File: src/rtl/pt_walker.sv
module pt_walker (
  input  logic        clk,
  input  logic        rst_n,
  input  logic        req_valid,
  output logic        req_ready,
  input  logic [31:0] req_vaddr,
  input  logic [1:0]  req_acc,
  input  logic        req_user,
  input  logic        req_exec_rd,
  input  logic        req_sup_user,
  input  logic [21:0] req_root_ppn,
  input  logic        upd_en,
  output logic        mem_req,
  output logic        mem_we,
  output logic [33:0] mem_addr,
  output logic [31:0] mem_wdata,
  input  logic        mem_rsp_valid,
  input  logic        mem_rsp_err,
  input  logic [31:0] mem_rdata,
  output logic        rsp_valid,
  output logic [2:0]  rsp_fault,
  output logic [33:0] rsp_paddr,
  output logic        rsp_level,
  output logic        rsp_global
);
  localparam logic [1:0] ACC_LD = 2'd0, ACC_ST = 2'd1, ACC_EX = 2'd2;
  localparam logic [2:0] F_OK = 3'd0, F_ACC = 3'd1, F_INV = 3'd2,
                         F_PERM = 3'd3, F_MIS = 3'd4, F_UPD = 3'd5;

  typedef enum logic [2:0] {S_IDLE, S_RD, S_RDW, S_WR, S_WRW, S_DONE} st_t;
  st_t st;

  logic [21:0] va_q;
  logic [1:0]  acc_q;
  logic        user_q, xrd_q, suok_q, upd_q, lvl_q, glb_q;
  logic [33:0] pte_addr_q, paddr_q;
  logic [31:0] wdata_q;
  logic [2:0]  fault_q;

  wire e_v = mem_rdata[0];
  wire e_r = mem_rdata[1];
  wire e_w = mem_rdata[2];
  wire e_x = mem_rdata[3];
  wire e_u = mem_rdata[4];
  wire e_g = mem_rdata[5];
  wire e_a = mem_rdata[6];
  wire e_d = mem_rdata[7];

  wire is_store = (acc_q == ACC_ST);
  wire bad_ent  = !e_v || (e_w && !e_r);
  wire ptr_ent  = !e_r && !e_x;
  wire misalign = lvl_q && (mem_rdata[19:10] != 10'd0);
  wire need_upd = !e_a || (is_store && !e_d);

  logic kind_ok;
  always_comb begin
    case (acc_q)
      ACC_LD:  kind_ok = e_r || (xrd_q && e_x);
      ACC_ST:  kind_ok = e_w;
      ACC_EX:  kind_ok = e_x;
      default: kind_ok = 1'b0;
    endcase
  end
  wire priv_ok = user_q ? e_u : (!e_u || (suok_q && acc_q != ACC_EX));
  wire perm_ok = kind_ok && priv_ok;

  wire [33:0] leaf_pa  = lvl_q ? {mem_rdata[31:20], va_q[21:0]}
                               : {mem_rdata[31:10], va_q[11:0]};
  wire [33:0] next_ptr = {mem_rdata[31:10], 12'd0} + {20'd0, va_q[21:12], 2'b00};
  wire [31:0] upd_pte  = mem_rdata | 32'h40 | (is_store ? 32'h80 : 32'h0);

  assign req_ready  = (st == S_IDLE);
  assign mem_req    = (st == S_RD) || (st == S_WR);
  assign mem_we     = (st == S_WR);
  assign mem_addr   = pte_addr_q;
  assign mem_wdata  = wdata_q;
  assign rsp_valid  = (st == S_DONE);
  assign rsp_fault  = fault_q;
  assign rsp_paddr  = paddr_q;
  assign rsp_level  = lvl_q;
  assign rsp_global = glb_q;

  always_ff @(posedge clk) begin
    if (!rst_n) begin
      st <= S_IDLE;
      va_q <= '0; acc_q <= '0; user_q <= 1'b0; xrd_q <= 1'b0; suok_q <= 1'b0;
      upd_q <= 1'b0; lvl_q <= 1'b0; glb_q <= 1'b0;
      pte_addr_q <= '0; paddr_q <= '0; wdata_q <= '0; fault_q <= F_OK;
    end else begin
      case (st)
        S_IDLE: if (req_valid) begin
          va_q    <= req_vaddr[21:0];
          acc_q   <= req_acc;
          user_q  <= req_user;
          xrd_q   <= req_exec_rd;
          suok_q  <= req_sup_user;
          upd_q   <= upd_en;
          lvl_q   <= 1'b1;
          glb_q   <= 1'b0;
          fault_q <= F_OK;
          paddr_q <= '0;
          pte_addr_q <= {req_root_ppn, 12'd0} + {20'd0, req_vaddr[31:22], 2'b00};
          st <= S_RD;
        end
        S_RD: st <= S_RDW;
        S_RDW: if (mem_rsp_valid) begin
          if (mem_rsp_err) begin
            fault_q <= F_ACC;
            st <= S_DONE;
          end else begin
            glb_q <= glb_q | e_g;
            if (bad_ent) begin
              fault_q <= F_INV;
              st <= S_DONE;
            end else if (ptr_ent) begin
              if (!lvl_q) begin
                fault_q <= F_INV;
                st <= S_DONE;
              end else begin
                lvl_q <= 1'b0;
                pte_addr_q <= next_ptr;
                st <= S_RD;
              end
            end else if (!perm_ok) begin
              fault_q <= F_PERM;
              st <= S_DONE;
            end else if (misalign) begin
              fault_q <= F_MIS;
              st <= S_DONE;
            end else if (need_upd && !upd_q) begin
              fault_q <= F_UPD;
              st <= S_DONE;
            end else begin
              paddr_q <= leaf_pa;
              if (need_upd) begin
                wdata_q <= upd_pte;
                st <= S_WR;
              end else begin
                st <= S_DONE;
              end
            end
          end
        end
        S_WR: st <= S_WRW;
        S_WRW: if (mem_rsp_valid) begin
          if (mem_rsp_err) begin
            fault_q <= F_ACC;
            paddr_q <= '0;
          end
          st <= S_DONE;
        end
        S_DONE: st <= S_IDLE;
        default: st <= S_IDLE;
      endcase
    end
  end

  a_r12_busy_after_accept: assert property (@(posedge clk) disable iff (!rst_n)
    (req_valid && req_ready) |=> !req_ready);
  a_r12_single_pulse: assert property (@(posedge clk) disable iff (!rst_n)
    rsp_valid |=> !rsp_valid);
  a_r12_no_rsp_while_idle_req: assert property (@(posedge clk) disable iff (!rst_n)
    (req_valid && req_ready) |=> !rsp_valid);
  a_r2_mem_pulse: assert property (@(posedge clk) disable iff (!rst_n)
    mem_req |=> !mem_req);
  a_r2_word_aligned: assert property (@(posedge clk) disable iff (!rst_n)
    mem_req |-> (mem_addr[1:0] == 2'b00));
  a_r10_write_needs_enable: assert property (@(posedge clk) disable iff (!rst_n)
    (mem_req && mem_we) |-> upd_q);
  a_r11_write_sets_accessed: assert property (@(posedge clk) disable iff (!rst_n)
    (mem_req && mem_we) |-> (mem_wdata[6] && mem_wdata[0]));
  a_r8_offset_kept: assert property (@(posedge clk) disable iff (!rst_n)
    (rsp_valid && rsp_fault == F_OK) |-> (rsp_paddr[11:0] == va_q[11:0]));
  a_r3_fault_code_range: assert property (@(posedge clk) disable iff (!rst_n)
    rsp_valid |-> (rsp_fault <= F_UPD));
endmodule

File: config.mk
export PLATFORM = sky130hd
export DESIGN_NAME = pt_walker
export DESIGN_NICKNAME = d
export VERILOG_FILES = /design/src/rtl/pt_walker.sv
export SDC_FILE = /design/constraint.sdc
export NUM_CORES = 1
export LEC_CHECK = 0
export BUFFER_PORTS_ARGS = -buffer_cell sky130_fd_sc_hd__buf_2
export CORE_ASPECT_RATIO = 0.6
export CORE_MARGIN = 2
export CORE_UTILIZATION = 45
export DETAILED_ROUTE_END_ITERATION = 10
export PLACE_DENSITY = 0.76
export SLEW_MARGIN = 10
export SYNTH_ARGS = -nofsm -noshare
export SYNTH_HDL_FRONTEND = slang
export SYNTH_SLANG_ARGS = --single-unit
File: constraint.sdc
create_clock -name clk -period 1.65 [get_ports clk]
set_input_delay 0.33 -clock clk [delete_from_list [all_inputs] [get_ports clk]]
set_output_delay 0.33 -clock clk [all_outputs]
set_load 0.05 [all_outputs]
==> impl_metrics.env <==
export IMPL_arrival_ns=2.21
export IMPL_max_stage_delay_ns=0.42
export IMPL_drive_gt1_frac=0.506
export IMPL_drt_pass1_iter_count=4
export IMPL_finalHoldViolations=0
export IMPL_cts_clk_slew_worst_paths_ns=0.06
export IMPL_wirelength_um=21300
export IMPL_grt_ovfl_total=0
export IMPL_timing_final_crit_share=1.16
export IMPL_coreArea_um2=12900
export IMPL_n_fill_cell=947
export IMPL_numCtsBuffers=17
export IMPL_post_drt_via_cell_ratio=5.39
export IMPL_cp_buffers_inverters=2
export IMPL_ys_top_cells_by_area="dfxtp_1, mux2i_1, nand2_1"
export IMPL_syn_inst=664
export IMPL_yosysWarnings=0
export IMPL_synth_top_area_share=0.451
export IMPL_synthSimpleGateAreaFrac=0.179
export IMPL_leakagePower_nw=3.87
export IMPL_path_delay_family="simple AND/OR/NAND/NOR gates"
export IMPL_synth_edf_count=0
export IMPL_fmax_ghz=0.521
export IMPL_rsz0062_at_grt="yes"
export IMPL_antenna_found_initial=1
export IMPL_reg2reg_slack_ns=-0.27
export IMPL_utilization=0.721
export IMPL_cts_sinks=134
export IMPL_r2r_start="acc_q[0]"
export IMPL_hold_path_class="in -> reg"
export IMPL_grt_pass1_vias=5774
export IMPL_powerDensity_nw_per_um2=1020
export IMPL_gp_congestion=0.874
export IMPL_post_drt_wl_per_cell_um=19.0
export IMPL_finalSetupTns_ns=-13.84
export IMPL_cp_start_kind="register"
export IMPL_ys_ff_latch=134
export IMPL_cts_tree="yes"
export IMPL_root_buffer="clkbuf_16"
export IMPL_area_growth_pct=56.1
export IMPL_synth_mux_area_frac=0.138
export IMPL_worstRegToRegCells=7
export IMPL_cts_hold_buf=0
export IMPL_grt_max_degree=32
export IMPL_initial_core_util=0.462
export IMPL_tightest_slew_ns=0.541
export IMPL_ios=206
export IMPL_dieArea_um2=14200
export IMPL_failed_checks="negative setup slack"
export IMPL_ys_seq_area_frac=0.451
export IMPL_grt_pass1_wl_um=31300
export IMPL_status="finished with violations"
export IMPL_synthFlopType="dfxtp_1"
export IMPL_synth_compound_area_frac=0.177
export IMPL_holdPathStages=3
export IMPL_rows=32
export IMPL_fin_ws_ns=-0.270
export IMPL_dp_hpwl_um=13300
export IMPL_dpl_worst_slack_ns=-0.674
export IMPL_fin_skew_ns=0.0106
export IMPL_numPortBuffers=203
export IMPL_path_cells="or3b_4 > a21boi_4 > nand4b_1 > buf_6 > buf_12 > o21ai_0 > a21oi_2"
export IMPL_critPathKind="reg -> reg"
export IMPL_irDropWorstVdd_mv=0.677
export IMPL_layout_common_cells="buf_2, nand2_1, dfxtp_1"
export IMPL_synth_distinct_cells=47
export IMPL_r2r_end="mem_wdata[18]"
export IMPL_synth_top_cell_by_area="dfxtp_1"
export IMPL_path_depth=7
export IMPL_multi_input_area_um2=3440
export IMPL_ant_nets=0
export IMPL_ff_latch_area_um2=2700
export IMPL_cp_data_required_time_ns=1.94
export IMPL_grtUsageTotal=0.281
export IMPL_synth_xor_area_frac=0
export IMPL_synthAdderAreaFrac=0
export IMPL_drcViolationCount=0
export IMPL_crit_slowest_cell="or3b_4"
export IMPL_min_period_ns=1.92
export IMPL_maxCapViolCount=0
export IMPL_via_count=6058
export IMPL_synth_area_um2=5950
export IMPL_synth_top_family_by_area="simple AND/OR/NAND/NOR gates"
export IMPL_die_w_um=152
export IMPL_finalSetupViolations=107
export IMPL_async_flop_share=0
export IMPL_nets=1036
export IMPL_holdPathEnd="acc_q[1]"
export IMPL_htree_levels=4
export IMPL_hold_path_startpoint="req_acc[1]"
export IMPL_crit_fanout=15
export IMPL_clk_latency_ns=0.41
export IMPL_die_y_um=93.1
export IMPL_clock_path_buffers=2
export IMPL_layout_commonest_cell="buf_2"
export IMPL_first_iter_violations=441
export IMPL_syn_mean_instance_area_um2=8.97
export IMPL_report_final_slew_viol_count=0
export IMPL_end_kind="register"
export IMPL_slew_headroom=0.636
[cells in the mapped netlist, types with 2 or more instances]
cell type / count
dfxtp_1: 134
nand2_1: 130
mux2i_1: 71
a21oi_1: 66
nor2_1: 45
clkbuf_1: 36
nand3_1: 30
o21ai_0: 30
a211oi_2: 29
mux2_2: 10
buf_4: 8
buf_6: 8
a211oi_1: 6
nor2b_1: 6
and2_1: 5
buf_2: 4
inv_1: 4
nand2b_1: 4
nor4_1: 4
a2111oi_2: 2
a31oi_1: 2
and4b_1: 2
nor3_1: 2
nor3b_1: 2
o21a_1: 2
[worst min-delay path: stages]
cell and delay [ns]:
buf_2 0.10, nand2_1 0.05, a21oi_1 0.05
[area by class of cell]
class | instances | area share
Antenna cell | 1 | 0.000269
Timing Repair Buffer | 311 | 0.253
Clock buffer | 19 | 0.0466
Tap cell | 170 | 0.0229
Sequential cell | 134 | 0.291
Inverter | 5 | 0.00229
Clock inverter | 13 | 0.0135
Multi-Input combinational cell | 470 | 0.371
[power breakdown]
part / switching [mW] / total (mW) / internal (mW)
logic: 1.32 / 2.32 / 0.998
registers: 0.120 / 3.52 / 3.40
clock network: 1.51 / 3.60 / 2.09
[registers in the layout, indices dropped and copies added, names as in the netlist]
| signal | cells |
|---|---|
| va_q | 22 |
| rsp_level | 1 |
| st | 3 |
| upd_q | 1 |
| xrd_q | 1 |
| mem_wdata | 32 |
| mem_addr | 32 |
| acc_q | 2 |
| rsp_fault | 3 |
| suok_q | 1 |
| user_q | 1 |
| rsp_paddr | 34 |
| rsp_global | 1 |
[worst max-delay path by stage]
stage / startpoint / to
3_5_place_dp: mem_rdata[16] / st[1]
6_report: acc_q[0] / mem_wdata[18]
3_3_place_gp: mem_rdata[16] / mem_wdata[10]
4_1_cts: acc_q[0] / mem_wdata[24]
2_1_floorplan: st[1] / acc_q[1]
5_1_grt: acc_q[0] / mem_wdata[18]
[through the flow]
step	power, mW	area [µm²]	cells	hold slack [ns]
2_1_floorplan	4.77	6050	665	0.437
6_report	9.44	9290	1123	0.159
3_5_place_dp	5.36	7640	1056	0.445
3_3_place_gp	5.34	7640	1056	0.441
4_1_cts	9.29	8840	1105	0.146
5_1_grt	9.76	9290	1123	0.158
[layer usage]
| metal | wire, µm | track usage | vias up |
|---|---|---|---|
| met1 | 9890 | 0.387 | 2882 |
| met2 | 9380 | 0.436 | 284 |
| met5 | 0 | 0 | - |
| met4 | 337 | 0.0833 | 0 |
| li1 | - | - | 2860 |
| met3 | 1690 | 0.0746 | 32 |
[timing repair]
action | CTS | global route
resized for setup | 98 | 75
endpoints found under the setup margin | 108 | 132
cloned | 7 | 6
pin swaps | 32 | 39
buffers inserted | 10 | 15
[cell families after synthesis]
kind of cell / count (synthesis)
buffers and inverters: 61
AO/OA/AOI/OAI: 148
flip-flops: 134
multiplexers: 81
AND/OR/NAND/NOR: 239
other: 1
Note: power is estimated with default switching activity, not from simulation.
